--- src/rtl/sbsram_pkg.sv ---
`timescale 1ns/1ps
package sbsram_pkg;
   typedef enum logic [1:0] {
      ACC_NONE  = 2'd0,
      ACC_READ  = 2'd1,
      ACC_WRITE = 2'd2
   } acc_kind_e;
endpackage

--- src/rtl/sbsram_ctrl.sv ---
`timescale 1ns/1ps
module sbsram_ctrl
   import sbsram_pkg::*;
#(
   parameter int ADDR_W     = 6,
   parameter int NUM_BYTES  = 4,
   parameter int BURST_BITS = 2,
   parameter int REC_CYCLES = 2
) (
   input  logic                 clk,
   input  logic                 rst_n,
   input  logic [ADDR_W-1:0]    addr_i,
   input  logic                 sel_a_n,
   input  logic                 sel_b,
   input  logic                 sel_c_n,
   input  logic                 strb_proc_n,
   input  logic                 strb_ctl_n,
   input  logic                 burst_step_n,
   input  logic                 wr_all_n,
   input  logic                 wr_bytes_n,
   input  logic [NUM_BYTES-1:0] byte_en_n,
   input  logic                 sleep_req,
   output acc_kind_e            acc_kind,
   output logic [ADDR_W-1:0]    acc_addr,
   output logic [NUM_BYTES-1:0] wr_mask
);
   localparam int REC_W = $clog2(REC_CYCLES + 1);
   localparam logic [REC_W-1:0] REC_LOAD = REC_W'(REC_CYCLES);

   logic [REC_W-1:0]      rec_cnt;
   logic                  awake;
   logic                  chip_sel, proc_start, ctl_start, wr_req;
   logic                  busy_q, busy_d;
   logic [ADDR_W-1:0]     base_q, base_d;
   logic [BURST_BITS-1:0] cnt_q, cnt_d, step;
   logic [BURST_BITS-1:0] lo_sum;

   // sleep and recovery timing
   always_ff @(posedge clk) begin
      if (!rst_n)              rec_cnt <= '0;
      else if (sleep_req)      rec_cnt <= REC_LOAD;
      else if (rec_cnt != '0)  rec_cnt <= rec_cnt - 1'b1;
   end

   assign awake      = !sleep_req && (rec_cnt == '0);
   assign chip_sel   = !sel_a_n && sel_b && !sel_c_n;
   assign proc_start = !strb_proc_n && !sel_a_n;
   assign ctl_start  = !proc_start && !strb_ctl_n;
   assign wr_req     = !wr_all_n || (!wr_bytes_n && (|(~byte_en_n)));
   assign step       = cnt_q + BURST_BITS'(!burst_step_n);
   assign lo_sum     = base_q[BURST_BITS-1:0] + step;

   always_comb begin
      acc_kind = ACC_NONE;
      acc_addr = addr_i;
      busy_d   = busy_q;
      base_d   = base_q;
      cnt_d    = cnt_q;
      if (awake) begin
         if (proc_start || ctl_start) begin
            if (chip_sel) begin
               busy_d   = 1'b1;
               base_d   = addr_i;
               cnt_d    = '0;
               acc_kind = (proc_start || !wr_req) ? ACC_READ : ACC_WRITE;
            end else begin
               busy_d = 1'b0;
            end
         end else if (busy_q) begin
            cnt_d    = step;
            acc_addr = {base_q[ADDR_W-1:BURST_BITS], lo_sum};
            acc_kind = wr_req ? ACC_WRITE : ACC_READ;
         end
      end
   end

   always_comb begin
      if (acc_kind != ACC_WRITE) wr_mask = '0;
      else if (!wr_all_n)        wr_mask = '1;
      else                       wr_mask = ~byte_en_n;
   end

   always_ff @(posedge clk) begin
      if (!rst_n) begin
         busy_q <= 1'b0;
         base_q <= '0;
         cnt_q  <= '0;
      end else begin
         busy_q <= busy_d;
         base_q <= base_d;
         cnt_q  <= cnt_d;
      end
   end


   proc_read_chk: assert property (@(posedge clk) disable iff (!rst_n)
      (!strb_proc_n && !sel_a_n && acc_kind != ACC_NONE) |-> acc_kind == ACC_READ);

   wr_mask_chk: assert property (@(posedge clk) disable iff (!rst_n)
      (acc_kind == ACC_WRITE) |-> $countones(wr_mask) > 0);

   sleep_idle_chk: assert property (@(posedge clk) disable iff (!rst_n)
      sleep_req |-> acc_kind == ACC_NONE);

   recover_chk: assert property (@(posedge clk) disable iff (!rst_n)
      $fell(sleep_req) |-> acc_kind == ACC_NONE);
endmodule

--- src/rtl/sbsram_array.sv ---
`timescale 1ns/1ps
module sbsram_array
   import sbsram_pkg::*;
#(
   parameter int DATA_W    = 32,
   parameter int NUM_BYTES = 4,
   parameter int DEPTH     = 64
) (
   input  logic                     clk,
   input  logic                     rst_n,
   input  acc_kind_e                acc_kind,
   input  logic [$clog2(DEPTH)-1:0] acc_addr,
   input  logic [NUM_BYTES-1:0]     wr_mask,
   input  logic [DATA_W-1:0]        wr_data,
   output logic [DATA_W-1:0]        rd_data,
   output logic                     rd_vld
);
   localparam int LANE_W = DATA_W / NUM_BYTES;

   for (genvar g = 0; g < NUM_BYTES; g++) begin : g_lane
      logic [LANE_W-1:0] lane_mem [DEPTH];
      logic [LANE_W-1:0] lane_q;
      always_ff @(posedge clk) begin
         if (acc_kind == ACC_WRITE && wr_mask[g])
            lane_mem[acc_addr] <= wr_data[g*LANE_W +: LANE_W];
         if (acc_kind == ACC_READ)
            lane_q <= lane_mem[acc_addr];
      end
      assign rd_data[g*LANE_W +: LANE_W] = lane_q;
   end

   always_ff @(posedge clk) begin
      if (!rst_n) rd_vld <= 1'b0;
      else        rd_vld <= (acc_kind == ACC_READ);
   end


   rd_latency_chk: assert property (@(posedge clk) disable iff (!rst_n)
      rd_vld |-> $past(acc_kind) == ACC_READ);
endmodule

--- src/rtl/sbsram.sv ---
`timescale 1ns/1ps
module sbsram
   import sbsram_pkg::*;
#(
   parameter int DATA_W     = 32,
   parameter int NUM_BYTES  = 4,
   parameter int DEPTH      = 64,
   parameter int REC_CYCLES = 2,
   localparam int ADDR_W    = $clog2(DEPTH)
) (
   input  logic                 clk,
   input  logic                 rst_n,
   input  logic [ADDR_W-1:0]    addr_i,
   input  logic                 sel_a_n,
   input  logic                 sel_b,
   input  logic                 sel_c_n,
   input  logic                 strb_proc_n,
   input  logic                 strb_ctl_n,
   input  logic                 burst_step_n,
   input  logic                 wr_all_n,
   input  logic                 wr_bytes_n,
   input  logic [NUM_BYTES-1:0] byte_en_n,
   input  logic                 out_en_n,
   input  logic                 sleep_req,
   input  logic [DATA_W-1:0]    dq_i,
   output logic [DATA_W-1:0]    dq_o,
   output logic                 dq_oe
);
   localparam int BURST_BITS = 2;

   if (DATA_W % NUM_BYTES != 0) begin : g_bad_lanes
      $error("sbsram: DATA_W must split evenly into NUM_BYTES lanes");
   end
   if (DEPTH < (1 << BURST_BITS) || (DEPTH & (DEPTH - 1)) != 0) begin : g_bad_depth
      $error("sbsram: DEPTH must be a power of two of at least one burst");
   end
   if (REC_CYCLES < 1) begin : g_bad_rec
      $error("sbsram: REC_CYCLES must be at least 1");
   end

   acc_kind_e             acc_kind;
   logic [ADDR_W-1:0]     acc_addr;
   logic [NUM_BYTES-1:0]  wr_mask;
   logic                  rd_vld;

   sbsram_ctrl #(
      .ADDR_W(ADDR_W), .NUM_BYTES(NUM_BYTES),
      .BURST_BITS(BURST_BITS), .REC_CYCLES(REC_CYCLES)
   ) u_ctrl (
      .clk(clk), .rst_n(rst_n), .addr_i(addr_i),
      .sel_a_n(sel_a_n), .sel_b(sel_b), .sel_c_n(sel_c_n),
      .strb_proc_n(strb_proc_n), .strb_ctl_n(strb_ctl_n),
      .burst_step_n(burst_step_n), .wr_all_n(wr_all_n),
      .wr_bytes_n(wr_bytes_n), .byte_en_n(byte_en_n),
      .sleep_req(sleep_req), .acc_kind(acc_kind),
      .acc_addr(acc_addr), .wr_mask(wr_mask)
   );

   sbsram_array #(
      .DATA_W(DATA_W), .NUM_BYTES(NUM_BYTES), .DEPTH(DEPTH)
   ) u_array (
      .clk(clk), .rst_n(rst_n), .acc_kind(acc_kind),
      .acc_addr(acc_addr), .wr_mask(wr_mask), .wr_data(dq_i),
      .rd_data(dq_o), .rd_vld(rd_vld)
   );

   assign dq_oe = rd_vld && !out_en_n && !sleep_req;


   wr_bus_quiet_chk: assert property (@(posedge clk) disable iff (!rst_n)
      ($past(acc_kind) == ACC_WRITE) |-> !dq_oe);
endmodule

--- config.mk ---
export PLATFORM = sky130hd
export DESIGN_NAME = sbsram
export DESIGN_NICKNAME = d
export VERILOG_FILES = /design/src/rtl/sbsram_pkg.sv /design/src/rtl/sbsram_ctrl.sv /design/src/rtl/sbsram_array.sv /design/src/rtl/sbsram.sv
export SDC_FILE = /design/constraint.sdc
export NUM_CORES = 2
export LEC_CHECK = 0
export BUFFER_PORTS_ARGS = -buffer_cell sky130_fd_sc_hd__buf_2
export CAP_MARGIN = 15
export CORE_UTILIZATION = 39
export DETAILED_ROUTE_END_ITERATION = 16
export PLACE_DENSITY = 0.6
export RECOVER_POWER = 50
export REMOVE_ABC_BUFFERS = 1
export SLEW_MARGIN = 10
export SYNTH_ARGS = -nofsm -noshare
export SYNTH_HDL_FRONTEND = slang
export SYNTH_SLANG_ARGS = --single-unit
--- constraint.sdc ---
create_clock -name clk -period 8.9 [get_ports clk]
set_clock_uncertainty 0.15 [all_clocks]
set_input_delay 0.89 -clock clk [delete_from_list [all_inputs] [get_ports clk]]
set_output_delay 0.89 -clock clk [all_outputs]
set_load 0.03 [all_outputs]
==> impl_metrics.toml <==
[sta]
finalWorstSetupSlack_ns = 3.146
post-route-min-period_ns = 5.754
tightest_slew_ns = 3.382
post-route-period-util_pct = 64.65
hold_viol_final = 0
rsz0062_at_grt = "false"
drv_slew = 2081
report.final.setup_viol = 0
setup_tns_ns = 0
relSlewSlack_pct = -125.5
fmax_mhz = 173.8

[floorplan]
ios = 87
die_w_um = 452.0
die_y_um = 452.0
start_util_pct = 39.39
core-area_mm2 = 0.2005
die_area_mm2 = 0.2043
num_rows = 164

[power]
ir_worst_vdd_mv = 0.1767
power_density_mw_per_mm2 = 225.5
total_leakage_power_nw = 26.89

[yosys]
ys_seq_elements = 2092
syn_inst = 4591
synth_top_area_share_pct = 79.09
synth_top_area_cell = "edfxtp_1"
synth_edf_count = 2080
ys_top_cells_by_area = "edfxtp_1 (79%), a22oi_1 (2.2%), a31oi_1 (2.1%)"
yosys_warnings = 0
syn_area_per_cell_um2 = 17.20
netlist_area_mm2 = 0.07897
synthFlopType = "edfxtp_1"
async_flop_share_pct = 0
yosysSeqAreaShare_pct = 79.39
netlist-cell-type-count = 73

[worst_setup_path]
cp_max_fo = 42
crit_slowest_cell = "a21oi_4"
reg2reg_to = "u_array.g_lane[3].lane_q[7]"
cp_common_cell = "ha_1"
timing.rr.start = "u_ctrl.cnt_q[0]"
reg2reg_slack_ns = 3.15
worstPathCellList = "ha_1, ha_1, xor2_1, xor2_2, a21oi_4, buf_12, buf_4, mux2_2, a222oi_1, a31oi_1, nor4_1, nand3_1"
worst_ep_arrival_time_ns = 6.17
crit_type = "register to register"
critPathLaunchType = "register"
ff2ff_path_depth = 12
slowest_delay_ns = 0.84
end_kind = "register"
required_ns = 9.32

[clock_network]
ctsHoldBuffers = 0
clock-sinks = 2092
post_cts_buffers = 0
cts_resized = 0
clock_latency_ns = 0.87
cts_max_level = 4
clk_pin_slew_ns = 0.06
cts_root_buf = "clkbuf_16"
cts_tree = "done"
clockBufferDepth = 3
cts_buffers = 206

[job]
drv_cap = 34

[global_routing]
globalRouteOverflowTotal = 0
grt_pass1_wl_mm = 350.1
gr-usage-met2_pct = 37.16
grt_max_degree = 146
busiest_layer = "met2"
grt.total_usage_pct = 24.10
grtUsageMet1_pct = 32.92
grt_pass1_vias = 45110
use_met3_pct = 5.387
antenna_found_initial = 16

[placed_design]
gp_congestion = 0.8643
placed_cell_area_mm2 = 0.08269
hpwlAfterDp_mm = 146.1
pre_cts_ws_ns = 2.515
placed_cells_incl_taps = 7110
io_buffer_count = 86

[drt]
drc = 0
wl_per_cell_um = 33.62
drtIter0Drc = 7594
num_vias = 47595
wirelength_mm = 251.9
drtPass1Iterations = 10
vias_per_cell = 6.352
ant_nets = 0

[finish]
fin_nets = 4723
final_util_pct = 44.33
multi_input_area_mm2 = 0.01508
layout-drive-gt1-share_pct = 10.75
layout_common_cells = "edfxtp_1 (2080), nor2_1 (284), a31oi_1 (259)"
fin_cells = 7493
fillCellCount = 17187
final_common_cell = "edfxtp_1"
fin_area_mm2 = 0.08886
regArea_mm2 = 0.06270
syn_to_final_growth_pct = 12.52

[worst_hold_path]
hold_depth = 2
hold_end = "u_ctrl.rec_cnt[0]"
min-delay-start = "sleep_req"
hp-class = "input port to register"

[outcome]
violations = "max-capacitance violations, max-slew violations"
outcome = "finished, violations left"
[cell type report]
type                            instances  share of cell area [%]
Clock buffer                          269                   6.211
Timing Repair Buffer                  214                   1.607
Clock inverter                        101                  0.8730
Multi-Input combinational cell       2149                   16.97
Tap cell                             2656                   3.740
Sequential cell                      2092                   70.56
Inverter                                4                 0.01690
Antenna cell                            8                 0.02253
[state kept, by name, indices dropped and copies added, names as in the netlist]
register,flops
u_ctrl.rec_cnt,2
u_array.g_lane.lane_mem,2048
u_array.g_lane.lane_q,32
u_ctrl.cnt_q,2
u_ctrl.busy_q,1
u_ctrl.base_q,6
u_array.rd_vld,1
[worst max path at each step]
stage	start	slack, ns	end
global route	u_ctrl.cnt_q[0]	3.03	u_array.g_lane[3].lane_q[7]
finish	u_ctrl.cnt_q[0]	3.15	u_array.g_lane[3].lane_q[7]
detailed placement	burst_step_n	2.51	u_array.g_lane[2].lane_q[3]
global placement	burst_step_n	2.47	u_array.g_lane[2].lane_q[3]
floorplan	burst_step_n	-13.17	u_array.g_lane[2].lane_q[3]
CTS	u_ctrl.cnt_q[0]	3.23	u_array.g_lane[2].lane_q[3]
[cells by family after synthesis]
group,after synthesis,synth area share (%)
AOI/OAI and AO/OA,1163,11.57
and+or+nand+nor,793,4.691
buffers and inverters,350,1.784
adders and majority gates,2,0.03168
muxes,187,2.489
xor gates and xnor gates,4,0.04437
DFF,2092,79.39
[synth_stat cells, types with 9 or more instances]
library cell / number
edfxtp_1: 2080
nor2_1: 290
a31oi_1: 260
a22oi_1: 229
clkbuf_1: 227
a222oi_1: 159
nand3_1: 146
nand2_1: 140
a221oi_1: 139
mux2i_1: 112
and3_1: 105
a22o_1: 94
mux2_2: 70
buf_2: 64
buf_1: 52
a21oi_1: 46
o21ai_0: 42
a32o_1: 36
o221ai_1: 32
nor4_1: 29
a41oi_1: 28
nand4_1: 25
nor3_1: 21
o22ai_1: 18
a32oi_1: 14
dfxtp_1: 12
a21o_1: 9
nor2b_1: 9
[per-stage QoR]
step | hold WS [ns] | power, mW
2_1_floorplan | 0.2967 | 11.51
3_3_place_gp | 0.3214 | 11.92
3_5_place_dp | 0.3332 | 11.94
4_1_cts | 0.08415 | 20.05
5_1_grt | 0.1200 | 20.47
6_report | 0.1412 | 20.04
[power breakdown]
part | switching, mW | leakage, nW | total, mW | internal [mW]
logic | 0.676 | 5.06 | 0.893 | 0.218
clock network | 3.70 | 3.05 | 8.28 | 4.58
registers | 0.00333 | 18.8 | 10.9 | 10.9
total | 4.38 | 26.9 | 20.0 | 15.7
[critical path: cells and delay by family (launching register included)]
family                   cells  cell delay [ns]
AO/OA/AOI/OAI                3             1.34
adder cells (fa/ha/maj)      2             0.50
AND/OR/NAND/NOR              2             0.92
XOR/XNOR                     2             0.80
multiplexers                 1             0.40
flip-flops                   1             0.31
buffers and inverters        2             0.93
[per-layer routing]
layer	wire length (µm)	share of wire [%]	up-vias
li1	-	-	19382
met1	97770	39	24501
met2	115300	46	3230
met3	27690	11	464
met4	11020	4.4	18
met5	121	0.048	-
Power figures use the tool's default switching activity.
